==> src/rtl/splice_pkg.sv <==
package splice_pkg;
  localparam int SEQ_W  = 32;
  localparam int CSUM_W = 16;

  typedef enum logic {
    DIR_C2S = 1'b0,
    DIR_S2C = 1'b1
  } dir_e;

  typedef struct packed {
    dir_e              dir;
    logic [SEQ_W-1:0]  seq;
    logic [SEQ_W-1:0]  ack;
    logic [CSUM_W-1:0] csum;
  } hdr_t;
endpackage

==> src/rtl/splice_seq_xlate.sv <==
module splice_seq_xlate
  import splice_pkg::*;
#(
  parameter int W = SEQ_W
) (
  input  dir_e         dir_i,
  input  logic         splice_i,
  input  logic [W-1:0] seq_i,
  input  logic [W-1:0] ack_i,
  input  logic [W-1:0] dseq_i,
  input  logic [W-1:0] sseq_i,
  output logic [W-1:0] seq_o,
  output logic [W-1:0] ack_o,
  output logic [W-1:0] old_fld_o,
  output logic [W-1:0] new_fld_o
);
  logic [W-1:0] delta;
  assign delta = dseq_i - sseq_i;  // modulo 2^W

  always_comb begin
    seq_o     = seq_i;
    ack_o     = ack_i;
    old_fld_o = ack_i;
    new_fld_o = ack_i;
    if (splice_i) begin
      if (dir_i == DIR_S2C) begin
        seq_o     = seq_i + delta;
        old_fld_o = seq_i;
        new_fld_o = seq_i + delta;
      end else begin
        ack_o     = ack_i - delta;
        new_fld_o = ack_i - delta;
      end
    end
  end
endmodule

==> src/rtl/splice_csum_fix.sv <==
module splice_csum_fix
  import splice_pkg::*;
#(
  parameter int FLD_W = SEQ_W,
  parameter int CS_W  = CSUM_W
) (
  input  logic            en_i,
  input  logic [CS_W-1:0] csum_i,
  input  logic [FLD_W-1:0] old_i,
  input  logic [FLD_W-1:0] new_i,
  output logic [CS_W-1:0] csum_o
);
  localparam int NW    = FLD_W / CS_W;
  localparam int ACC_W = 2 * CS_W;

  logic [ACC_W-1:0] part [NW+1];
  logic [CS_W-1:0]  inv_csum;

  assign inv_csum = ~csum_i;
  assign part[0]  = {{(ACC_W-CS_W){1'b0}}, inv_csum};

  for (genvar i = 0; i < NW; i++) begin : g_word
    logic [CS_W-1:0] inv_old;
    logic [CS_W-1:0] nw;
    assign inv_old   = ~old_i[i*CS_W +: CS_W];
    assign nw        = new_i[i*CS_W +: CS_W];
    assign part[i+1] = part[i]
                     + {{(ACC_W-CS_W){1'b0}}, inv_old}
                     + {{(ACC_W-CS_W){1'b0}}, nw};
  end

  logic [CS_W:0] fold1;
  logic [CS_W:0] fold2;
  assign fold1 = {1'b0, part[NW][CS_W-1:0]} + {1'b0, part[NW][ACC_W-1:CS_W]};
  assign fold2 = {1'b0, fold1[CS_W-1:0]} + {{CS_W{1'b0}}, fold1[CS_W]};

  assign csum_o = en_i ? ~fold2[CS_W-1:0] : csum_i;
endmodule

==> src/rtl/splice_pipe_stage.sv <==
module splice_pipe_stage
  import splice_pkg::*;
(
  input  logic clk_i,
  input  logic rst_ni,
  input  logic in_valid_i,
  output logic in_ready_o,
  input  hdr_t in_data_i,
  output logic out_valid_o,
  input  logic out_ready_i,
  output hdr_t out_data_o
);
  logic valid_q;
  hdr_t data_q;

  assign in_ready_o  = !valid_q || out_ready_i;
  assign out_valid_o = valid_q;
  assign out_data_o  = data_q;

  always_ff @(posedge clk_i or negedge rst_ni) begin
    if (!rst_ni) begin
      valid_q <= 1'b0;
      data_q  <= '0;
    end else if (in_ready_o) begin
      valid_q <= in_valid_i;
      if (in_valid_i) data_q <= in_data_i;
    end
  end
endmodule

==> src/rtl/tcp_splice_rewriter.sv <==
module tcp_splice_rewriter
  import splice_pkg::*;
(
  input  logic              clk_i,
  input  logic              rst_ni,
  input  logic              in_valid_i,
  output logic              in_ready_o,
  input  logic              in_dir_i,
  input  logic              in_splice_i,
  input  logic [SEQ_W-1:0]  in_seq_i,
  input  logic [SEQ_W-1:0]  in_ack_i,
  input  logic [CSUM_W-1:0] in_csum_i,
  input  logic [SEQ_W-1:0]  ctx_dseq_i,
  input  logic [SEQ_W-1:0]  ctx_sseq_i,
  output logic              out_valid_o,
  input  logic              out_ready_i,
  output logic              out_dir_o,
  output logic [SEQ_W-1:0]  out_seq_o,
  output logic [SEQ_W-1:0]  out_ack_o,
  output logic [CSUM_W-1:0] out_csum_o
);
  dir_e             dir;
  logic [SEQ_W-1:0] nseq, nack, fld_old, fld_new;
  logic [CSUM_W-1:0] ncsum;
  hdr_t             nxt, cur;

  assign dir = dir_e'(in_dir_i);

  splice_seq_xlate #(.W(SEQ_W)) u_xlate (
    .dir_i     (dir),
    .splice_i  (in_splice_i),
    .seq_i     (in_seq_i),
    .ack_i     (in_ack_i),
    .dseq_i    (ctx_dseq_i),
    .sseq_i    (ctx_sseq_i),
    .seq_o     (nseq),
    .ack_o     (nack),
    .old_fld_o (fld_old),
    .new_fld_o (fld_new)
  );

  splice_csum_fix #(.FLD_W(SEQ_W), .CS_W(CSUM_W)) u_csum (
    .en_i   (in_splice_i),
    .csum_i (in_csum_i),
    .old_i  (fld_old),
    .new_i  (fld_new),
    .csum_o (ncsum)
  );

  always_comb begin
    nxt.dir  = dir;
    nxt.seq  = nseq;
    nxt.ack  = nack;
    nxt.csum = ncsum;
  end

  splice_pipe_stage u_stage (
    .clk_i       (clk_i),
    .rst_ni      (rst_ni),
    .in_valid_i  (in_valid_i),
    .in_ready_o  (in_ready_o),
    .in_data_i   (nxt),
    .out_valid_o (out_valid_o),
    .out_ready_i (out_ready_i),
    .out_data_o  (cur)
  );

  assign out_dir_o  = cur.dir;
  assign out_seq_o  = cur.seq;
  assign out_ack_o  = cur.ack;
  assign out_csum_o = cur.csum;
endmodule

==> config.mk <==
export PLATFORM = sky130hd
export DESIGN_NAME = tcp_splice_rewriter
export DESIGN_NICKNAME = d
export VERILOG_FILES = /design/src/rtl/splice_pkg.sv /design/src/rtl/splice_seq_xlate.sv /design/src/rtl/splice_csum_fix.sv /design/src/rtl/splice_pipe_stage.sv /design/src/rtl/tcp_splice_rewriter.sv
export SDC_FILE = /design/constraint.sdc
export NUM_CORES = 1
export LEC_CHECK = 0
export BUFFER_PORTS_ARGS = -buffer_cell sky130_fd_sc_hd__buf_2
export CAP_MARGIN = 30
export CELL_PAD_IN_SITES_DETAIL_PLACEMENT = 0
export CELL_PAD_IN_SITES_GLOBAL_PLACEMENT = 1
export CORE_MARGIN = 1.5
export CORE_UTILIZATION = 45
export DETAILED_ROUTE_END_ITERATION = 8
export PLACE_DENSITY_LB_ADDON = 0.25
export SYNTH_ARGS = -nofsm -noshare
export SYNTH_HDL_FRONTEND = slang
export SYNTH_SLANG_ARGS = --single-unit
==> constraint.sdc <==
create_clock -name clk_i -period 4.11 [get_ports clk_i]
set_input_delay 0.411 -clock clk_i [delete_from_list [all_inputs] [get_ports clk_i]]
set_output_delay 0.411 -clock clk_i [all_outputs]
set_load 0.02 [all_outputs]
Word-level counts from Yosys, hierarchy flattened:

Cells that the tools add are included.

* add/sub/neg operators: 9
* multiplexer cells: 9
* bitwise operators: 4
* reduce and logical (&&, ||, !) cells: 3

Operators with widths (count)
* $mux 32: 8
* $add 32x16->32: 3
* $not 16->16: 4
* $sub 32x32->32: 2
* $add 16x16->17: 2
* $add 32x32->32: 1
* $add 16x1->16: 1
* $mux 16: 1
* $reduce_and 2->1: 1
* $logic_not 1->1: 1
* $logic_or 1x1->1: 1

* register bits after elaboration: 82
* bits of input ports: 150
* output and inout bits: 83
* word-level logic and storage cells: 30

Depth between registers and ports, before layout:

Gate-level depths: netlist of the first run.

* word-level depth: 11
* gate-level depth with buffers: 53
* gate-level depth less buffers: 52

Cells and area by module:

A second synthesis of the first run with hierarchy kept.

* cell total of the unflattened synthesis: 1697
* area, all modules: 13217.7 µm²

Modules (own cells, without submodules)
* splice_seq_xlate: times used 1, cells an instance 1099, area each 6583.8 µm², seq. area each 0.0 µm²
* splice_pipe_stage: times used 1, cells an instance 174, area each 3385.7 µm², seq. area each 2052.0 µm²
* splice_csum_fix: times used 1, cells an instance 424, area each 3248.1 µm², seq. area each 0.0 µm²

Worst setup path before layout of the first run:

Ideal clock, no wire load.

* path type: input to register
* start: input ctx_dseq_i[0]
* end: register u_stage.data_q (netlist bit u_stage.out_data_o[12])
* library setup time: 0.145 ns
* data arrival time: 9.523 ns
* required time: 3.965 ns
* setup slack: -5.558 ns
* stages on the path: 51
* buffers on the path: 1
* cells stage by stage: inv_1 -> ha_1 -> inv_1 -> fa_1 -> a21o_1 -> a211oi_2 -> nor2_1 -> o41a_1 -> a31oi_2 -> nand2b_1 -> a21oi_1 -> xnor2_1 -> inv_1 -> ha_1 -> and3_1 -> a31oi_1 -> o21ai_1 -> a21o_1 -> (+15 left out) -> o21bai_1 -> a21oi_1 -> nor2b_1 -> o21a_1 -> ha_1 -> a21oi_1 -> nor2_1 -> nand3_1 -> nor2_1 -> nand2_1 -> nor3_1 -> ha_1 -> and3_1 -> nand4_1 -> nor3_4 -> o211ai_1 -> mux2i_1 -> o311ai_1

* word-level cells in the longest chain between the ends: 11
* elaborated cells between the ends (all ways): 12
* those cells by class: 8 x add/sub; 3 x mux; 1 x bitwise

RTL lines
* start, declared: line tcp_splice_rewriter.sv:13 `input logic [SEQ_W-1:0] ctx_dseq_i,`
* $sub 32x32->32 (*): line splice_seq_xlate.sv:18 `assign delta = dseq_i - sseq_i;`
* $sub 32x32->32 or $add 32x32->32 (tied branches): line splice_seq_xlate.sv:32, splice_seq_xlate.sv:29
* $mux 32 (*): line splice_seq_xlate.sv:26 `if (dir_i == DIR_S2C) begin`
* $mux 32 (*): line splice_seq_xlate.sv:25 `if (splice_i) begin`
* $add 32x16->32: line splice_csum_fix.sv:29 `+ {{(ACC_W-CS_W){1'b0}}, nw};`
* $add 32x16->32: line splice_csum_fix.sv:28 `+ {{(ACC_W-CS_W){1'b0}}, inv_old}`
* $add 32x16->32 (*): line splice_csum_fix.sv:29
* $add 16x16->17 (*): line splice_csum_fix.sv:34 `assign fold1 = {1'b0, part[NW][CS_W-1:0]} + {1'b0, part[NW][ACC_W-1:CS_W]};`
* $add 16x1->16 (*): line splice_csum_fix.sv:35 `assign fold2 = {1'b0, fold1[CS_W-1:0]} + {{CS_W{1'b0}}, fold1[CS_W]};`
* $not 16->16 (*): line splice_csum_fix.sv:37 `assign csum_o = en_i ? ~fold2[CS_W-1:0] : csum_i;`
* $mux 16 (*): line splice_csum_fix.sv:37
* end signal, assigned: line splice_pipe_stage.sv:26 `if (in_valid_i) data_q <= in_data_i;`
* end, declared: line splice_pipe_stage.sv:14 `hdr_t data_q;`

Mark *: on every way between the ends. The rest lies on a longest branch, timed or not.
A chain may end at the register's enable or synchronous reset.

Worst setup path in the final report of the first run:

Same ends and word-level chain as after synthesis.

==> summary.md, run 1 <==
| Metric | Value |
|---|---|
| CTS sink cnt | 82 |
| Core Rows | 60 |
| Critical Path AT | approximately 9.4 ns |
| Final HPWL DP | ~40000 um |
| Asr flop ratio synth | 100% |
| Net Count, Synth | between 1.5k and 2k |
| Core area | between 20000 and 30000 sq um |
| Post-synth top flop | dfrtp_1 |
| Ys Warns | 0 |
| Overall global routing resource usage | ~33% |
| Largest net degree at the start of global routing | 57 |
| Outcome | finished, violations left |
| Routed WL per cell | about 18 um |
| Internal reg-to-reg setup slack | ~1.7 ns |
| Max-slew violation count | 0 |
| Antenna Nets Post-Route | 0 |
| MaxCap Viol Count | 0 |
| Area growth, synth to finish | 61.6% |
| Layout Utilization | ~75% |
| # DRC | 0 |
| Placer Congestion | 1.02 |
| Share of layout cells above drive strength 1 | 44.4% |
| First DRT Iteration DRCs | approximately 1.2k |
| Fraction of the yosys area taken by sequential cells | 16.4% |
| First-pass GRT wire length | around 75000 um |
| Cells after DPL | ~2.8k |
| Worst hold-check path type | input port to asynchronous set/reset pin |
| Mapped Area | approximately 13000 sq um |
| Relative slew slack | about two fifths |
| Non-filler cells, final | between 2k and 3k |
| Worst flop-to-flop path endpoint | u_stage.out_data_o[39]$_DFFE_PN0P_ |
| Final period utilization | 222% |
| Register bit count reported by yosys | 82 |
| Hold Fails Final Rpt | 0 |
| Failing checks | negative setup slack |
| Antenna violations before repair | 0 |
| Final setup fails | 50 |
| RSZ-0062 raised after global routing | true |
| Clk buf depth | 2 |
| Post-Syn Area per Cell | approximately 7.5 sq um |
| CTS buffer count | 9 |
| Root Driver | clkbuf_16 |
| Dpl ws | -5.71 ns |
| Detailed-route via count | between 15k and 20k |
| Number of vias per cell | 5.55 |
| I/O pins | about 230 |
| Starting density of the core | between 40% and 50% |
| Slowest stage cell, crit path | fa_2 |
| Final Power | 0.0175 W |
| CTS tree | done |
| Post-synth EDFFs | 0 |
| Fmax | about 0.11 GHz |
| Grt total ovfl | 0 |
| Antenna diode count | 0 |
| Crit path kind | input port to register |
| Peak supply drop | 844 uV |
| Mapped Cells | around 1.7k |
| Detailed Route WL | a little over 50000 um |
| Nets | around 2.8k |
| Clock Skews | between 0.01 and 0.015 ns |
| PD cells | 862 nW/um^2 |
| Critical-path maximum fanout | 6 |
| Met3 Usage GRT | roughly 4.1% |
| Met1 GRT Util | about two fifths |
| Post-synth cell types | 86 |
| Gr busiest metal | met2 |
| Lkg Pwr | about 10 nW |
| Worst Setup Slack, final | -5.03 ns |
| Reg2reg path depth | 5 |
| CP required | about 4.4 ns |
| Hold buffers post-CTS | 0 |
| Most Frequent Cell on Critical Path | a21o_1 |
| Clk Latency, worst-skew pair | 0.37 ns |
| Post-layout min period | 9.14 ns |
| Worst-Margin Slew | around 0.9 ns |
| Horiz. Die Dim | 170 um |
| # port buffers | ~230 |
| Vias in the first global route | around 15k |
| Clk slew on worst S/H paths | about 0.080 ns |
| Initial DRT Pass Iterations | 5 |
| CP endpoint kind | register |
| Reg-to-Reg Start | u_stage.out_valid_o$_DFFE_PN0N_ |
| Die H | between 150 and 200 um |
| Worst setup SP type | input port |
| Die area | 28900 sq um |
| H-tree depth | 3 |
| Global-route met2 utilization | between 50% and 60% |
| Critical Path Max Stage Delay | ~0.57 ns |
how the worst max path moves through the flow:
| stage | slack, ns | to | start |
|---|---|---|---|
| 3_3_place_gp | -5.45 | u_stage.out_data_o[12]$_DFFE_PN0P_ | ctx_dseq_i[0] |
| 3_5_place_dp | -5.71 | u_stage.out_data_o[12]$_DFFE_PN0P_ | ctx_dseq_i[0] |
| 6_report | -5.03 | u_stage.out_data_o[12]$_DFFE_PN0P_ | ctx_dseq_i[0] |
| 2_1_floorplan | -5.02 | u_stage.out_data_o[12]$_DFFE_PN0P_ | ctx_dseq_i[0] |
| 4_1_cts | -4.87 | u_stage.out_data_o[12]$_DFFE_PN0P_ | ctx_dseq_i[0] |
| 5_1_grt | -5.54 | u_stage.out_data_o[12]$_DFFE_PN0P_ | ctx_dseq_i[0] |
Yosys cell counts (all sizes together), types with 6 or more instances:
cell | n | area (sq um)
nand4 | 10 | 62.6
inv | 148 | 556
or2 | 6 | 37.5
and2 | 8 | 50.1
a211oi | 12 | 105
ha | 132 | 1650
nor2b | 13 | 81.3
nand3 | 41 | 205
a31o | 6 | 52.6
and3 | 14 | 87.6
o2111ai | 7 | 61.3
nand2 | 204 | 768
o21ai | 107 | 543
clkbuf | 58 | 220
mux2i | 48 | 480
buf | 10 | 40.0
a31oi | 37 | 238
a21o | 57 | 428
o21bai | 16 | 120
dfrtp | 82 | 2050
a21oi | 161 | 828
o21a | 20 | 150
nor3 | 33 | 181
nor2 | 142 | 536
xnor2 | 93 | 822
fa | 37 | 741
o211ai | 23 | 178
nand2b | 18 | 113
a221oi | 6 | 76.3
xor2 | 43 | 384
what timing repair did:
item,CTS,global route
setup endpoints to repair,50,59
setup buffers,21,35
gates resized for setup,113,158
pin swaps,86,106
per-layer routing:
metal,up-vias,share of wire [%]
li1,7400,-
met2,650,48
met4,0,4.5
met3,154,6.0
met1,7427,41
met5,-,0
report_power, final:
group / internal (W) / total, W / switching [W]
clock: 0.000430 / 0.000873 / 0.000443
sequential: 0.00101 / 0.00114 / 0.000125
combinational: 0.00776 / 0.0155 / 0.00770
total: 0.00920 / 0.0175 / 0.00827
stage by stage:
step | hold slack (ns) | area, sq um | setup TNS [ns]
after floorplan | 0.115 | 12800 | -79.38
after global placement | 0.459 | 18300 | -115.36
after detailed placement | 0.466 | 18300 | -121.70
after CTS | 0.142 | 19300 | -84.24
after global routing | 0.167 | 20300 | -106.13
final | 0.108 | 20300 | -92.06
registers in the layout (all words and copies together) (netlist names):
name / flops
u_stage.out_valid_o: 1
u_stage.out_data_o: 81
cells by family after synthesis:
family | synth area share, %
xor+xnor | 9.62
buf+inv | 6.54
mux | 3.92
flops | 16.4
compound gates | 26.1
fa+ha+maj | 19.1
simple gates | 18.4
cells in the final DEF, fill, tap and decap left out, types with 35 or more instances in the layout:
cell and n:
a21o_1 57, a21oi_1 103, a21oi_2 50, buf_2 230
buf_4 562, dfrtp_1 82, ha_1 112, inv_1 141
mux2i_1 47, nand2_1 194, nand3_1 35, nor2_1 126
o21ai_0 63, xnor2_1 69, xor2_1 35
worst max-delay path: cells and delay by family:
| kind | cells | cell delay [ns] |
|---|---|---|
| mux | 1 | 0.16 |
| buf+inv | 5 | 0.33 |
| compound gates | 24 | 4.11 |
| simple gates | 11 | 1.97 |
| fa+ha+maj | 8 | 1.94 |
| xor+xnor | 3 | 0.46 |
final cells by class:
type	count	area [sq um]
Timing Repair Buffer	825	5750
Clock inverter	7	67.6
Multi-Input combinational cell	1372	11100
Inverter	149	572
Tap cell	372	465
Clock buffer	9	225
Fill cell	2070	6910
Sequential cell	82	2050
Note: power is estimated with default switching activity, not from simulation.
==> run 2, diff against run 1 <==
--- a/config.mk
+++ b/config.mk
@@ -7,10 +7,9 @@
 export LEC_CHECK = 0
 export BUFFER_PORTS_ARGS = -buffer_cell sky130_fd_sc_hd__buf_2
 export CAP_MARGIN = 30
-export CELL_PAD_IN_SITES_DETAIL_PLACEMENT = 0
-export CELL_PAD_IN_SITES_GLOBAL_PLACEMENT = 1
-export CORE_MARGIN = 1.5
-export CORE_UTILIZATION = 45
+export CELL_PAD_IN_SITES_DETAIL_PLACEMENT = 2
+export CELL_PAD_IN_SITES_GLOBAL_PLACEMENT = 2
+export CORE_UTILIZATION = 36
 export DETAILED_ROUTE_END_ITERATION = 8
 export PLACE_DENSITY_LB_ADDON = 0.25
 export SYNTH_ARGS = -nofsm -noshare
==> run 2 against run 1 <==
Synthesized cell count unchanged. Area after synthesis unchanged. The flow now stops in 3_5_place_dp.
==> summary.md, run 2 <==
| Metric | Value |
|---|---|
| Stop stage | 3_5_place_dp |
| Post-synth top cells | nand2_1, a21oi_1, inv_1, nor2_1, ha_1 |
| Asr flop ratio synth | 100% (unchanged) |
| Mapped Cells | 1671 (unchanged) |
| Net Count, Synth | 1990 (unchanged) |
| Most common cell in the synthesized netlist | nand2_1 |
| Mapped Area | 12500 sq um (unchanged) |
| # port buffers | 232 (unchanged) |
| Share of the synthesized area in the top cell type | 16.4% (unchanged) |
| Post-synth EDFFs | 0 (unchanged) |
| Post-synth cell types | 86 (unchanged) |
| First Err | [ERROR DPL-0033] detailed placement checks failed during check placement. |
| Outcome | did not finish |
| Post-Syn Area per Cell | 7.50 sq um (unchanged) |
| Horiz. Die Dim | 189 um (+11%) |
| Post-synth top flop | dfrtp_1 |
| Area leader, netlist | dfrtp_1 |
| Starting density of the core | 37.0% (-9.1 points) |
| Register bit count reported by yosys | 82 (unchanged) |
| Top cells by area, synth | dfrtp_1, ha_1, xnor2_1 |
| Fraction of the yosys area taken by sequential cells | 16.4% (unchanged) |
| Core Rows | 67 (+12%) |
| Placer Congestion | 0.959 (-6.0%) |
| Die H | 189 um (+11%) |
| Ys Warns | 0 (unchanged) |
| Final HPWL DP | 65500 um (+67%) |
| I/O pins | 233 (unchanged) |
run 2: cell counts after synthesis:
Identical to the previous run, type by type.
run 2: kinds of logic after synthesis:
family	count (synthesis)	synth area share (%)
buffers and inverters	217	6.54
and+or+nand+nor	514	18.4
AOI/OAI and AO/OA	504	26.1
muxes	49	3.92
adders and majority gates	169	19.1
DFF	82	16.4
xor gates and xnor gates	136	9.62
run 2: stage by stage:
step              hold slack (ns)  setup WS, ns  instances
global placement            0.457         -5.56       2836
floorplan                   0.115         -5.02       1671
==> run 3, diff against run 2 <==
--- a/config.mk
+++ b/config.mk
@@ -7,11 +7,9 @@
 export LEC_CHECK = 0
 export BUFFER_PORTS_ARGS = -buffer_cell sky130_fd_sc_hd__buf_2
 export CAP_MARGIN = 30
-export CELL_PAD_IN_SITES_DETAIL_PLACEMENT = 2
-export CELL_PAD_IN_SITES_GLOBAL_PLACEMENT = 2
-export CORE_UTILIZATION = 36
+export CORE_UTILIZATION = 40
 export DETAILED_ROUTE_END_ITERATION = 8
-export PLACE_DENSITY_LB_ADDON = 0.25
+export PLACE_DENSITY_LB_ADDON = 0.15
 export SYNTH_ARGS = -nofsm -noshare
 export SYNTH_HDL_FRONTEND = slang
 export SYNTH_SLANG_ARGS = --single-unit
==> run 3 against run 2 <==
The flow now finishes, with violations (design-rule violations, negative setup slack).
==> summary.md, run 3 (same netlist as run 1, synthesis figures left out) <==
| Metric | Value |
|---|---|
| # DRC | 14 |
| Worst-Margin Slew | between 0.9 and 1 ns |
| CTS sink cnt | between 80 and 90 |
| Sequential power share | under 10% |
| Worst Setup Slack, final | -5.24 ns |
| MaxCap Viol Count | 0 |
| Root Driver | clkbuf_16 |
| Final HPWL DP | 40900 um (-38%) |
| Detailed Route WL | 52900 um |
| RSZ-0062 raised after global routing | true |
| Final setup fails | about 50 |
| Fmax | 0.107 GHz |
| Detailed-route via count | approximately 15k |
| CTS tree | done |
| Largest net degree at the start of global routing | between 50 and 60 |
| Clk slew on worst S/H paths | roughly 0.07 ns |
| First DRT Iteration DRCs | approximately 1000 |
| Clock Skews | ~0.017 ns |
| Lkg Pwr | 10.5 nW |
| Vias in the first global route | between 10k and 15k |
| Antenna diode count | 0 |
| Die area | ~32000 sq um |
| H-tree depth | 3 |
| Nets | ~2.8k |
| Commonest non-fill, non-tap cell in the layout | buf_4 |
| Outcome | finished, violations left |
| Failing checks | design-rule violations, negative setup slack |
| Max reg flops | 81 |
| Logic gate share of total power | between 80% and 90% |
| Die H | 179 um (-5.1%) |
| Area growth, synth to finish | 67.3% |
| Hold buffers post-CTS | 0 |
| Clk pwr share | 4.4% |
| Starting density of the core | 40.8% (+3.8 points) |
| Final hold slack | ~0.13 ns |
| I/O pins | 233 (unchanged) |
| Antenna Nets Post-Route | 0 |
| Post-layout min period | ~9.4 ns |
| Core area | slightly above 30000 sq um |
| First-pass GRT wire length | about 77000 um |
| Internal power | just under 0.01 W |
| NetSw | between 0.008 and 0.009 W |
| Crit path kind | input port to register |
| Most frequent cells in the layout | buf_4, buf_2, nand2_1, inv_1, nor2_1 |
| Placed Area | 18400 sq um |
| Most Frequent Cell on Critical Path | buf_4 |
| Clk buf depth | 2 |
| Antenna violations before repair | 0 |
| CP endpoint kind | register |
| PD cells | 883 nW/um^2 |
| CP required | ~4.3 ns |
| Final period utilization | 228% |
| Sw frac | about 47% |
| Initial DRT Pass Iterations | 7 |
| Share of layout cells above drive strength 1 | 47.2% |
| Final Power | approximately 0.019 W |
| Horiz. Die Dim | 179 um (-5.1%) |
| Worst hold-check path type | input port to asynchronous set/reset pin |
| Dpl ws | -5.73 ns |
| Clk Latency, worst-skew pair | around 0.37 ns |
| Internal reg-to-reg setup slack | 1.71 ns |
| Routed WL per cell | between 15 and 20 um |
| Slowest stage cell, crit path | o41a_1 |
| Overall global routing resource usage | 31.5% |
| Critical Path Max Stage Delay | approximately 0.44 ns |
| Worst setup SP type | input port |
| Number of vias per cell | 5.38 |
| CTS buffer count | 9 |
| Hold Fails Final Rpt | 0 |
| Grt total ovfl | 0 |
| # fillers | ~2.6k |
| Peak supply drop | 693 uV |
| Cell area after layout | around 21000 sq um |
| Critical-path maximum fanout | 6 |
| Critical Path AT | around 9.6 ns |
| Relative slew slack | 34.1% |
| Max-slew violation count | 0 |
| # port buffers | 232 (unchanged) |
| Placer Congestion | 0.954 (-0.52%) |
| Core Rows | 64 (-4.5%) |
## run 3: worst max-delay path, delay by kind of cell
kind | cells | cell delay (ns)
buf+inv | 12 | 1.42
simple gates | 7 | 1.23
compound gates | 22 | 4.16
xor+xnor | 3 | 0.40
mux | 2 | 0.29
fa+ha+maj | 6 | 1.61
## run 3: cell type report
class	count	area [sq um]	share of cell area, %
multi-input combinational	1372	11400	54.5
timing repair buffer	866	6150	29.3
sequential	82	2050	9.78
inverter	149	572	2.73
tap	396	495	2.36
clock buffer	11	243	1.16
clock inverter	5	30.0	0.143
## run 3: worst paths after layout
path	from	end	cells after the start
worst max-delay path	ctx_dseq_i[0]	u_stage.out_data_o[12]$_DFFE_PN0P_	52
worst min-delay path	rst_ni	u_stage.out_data_o[7]$_DFFE_PN0P_	1
worst max register to register	u_stage.out_valid_o$_DFFE_PN0N_	u_stage.out_data_o[39]$_DFFE_PN0P_	5
worst min register to register	u_stage.out_data_o[75]$_DFFE_PN0P_	u_stage.out_data_o[75]$_DFFE_PN0P_	2
max in group asynchronous	rst_ni	u_stage.out_data_o[60]$_DFFE_PN0P_	2
min in group clk_i	in_valid_i	u_stage.out_valid_o$_DFFE_PN0N_	2
## run 3: power by group through the flow
stage	clock [W]	sequential (W)	combinational (W)
5_1_grt	0.000866	0.00116	0.0177
2_1_floorplan	0	0.00138	0.00714
4_1_cts	0.000834	0.00114	0.0143
3_3_place_gp	0	0.00115	0.0134
6_report	0.000823	0.00114	0.0166
3_5_place_dp	0	0.00115	0.0135
## run 3: repair_timing
| item | 4_1_cts | 5_1_grt |
|---|---|---|
| resized for setup | 142 | 215 |
| pin swaps | 102 | 164 |
| endpoints found under the setup margin | 53 | 56 |
| setup buffers | 45 | 61 |
## run 3: per-layer routing
metal	track usage [%]	vias up	part of all wire [%]
met1	41.0	7379	43
li1	-	7479	-
met3	3.41	85	5.7
met5	0	-	0
met4	8.86	0	2.4
met2	54.5	547	49
## run 3: stage by stage
step                      setup TNS (ns)  utilization (%)  instances
after detailed placement         -120.12             59.8       2790
after global routing             -110.00             68.2       2881
after floorplan                   -79.38                -       1671
final                             -95.27             68.2       2881
after global placement           -116.32             59.8       2790
after CTS                         -85.49             63.7       2840
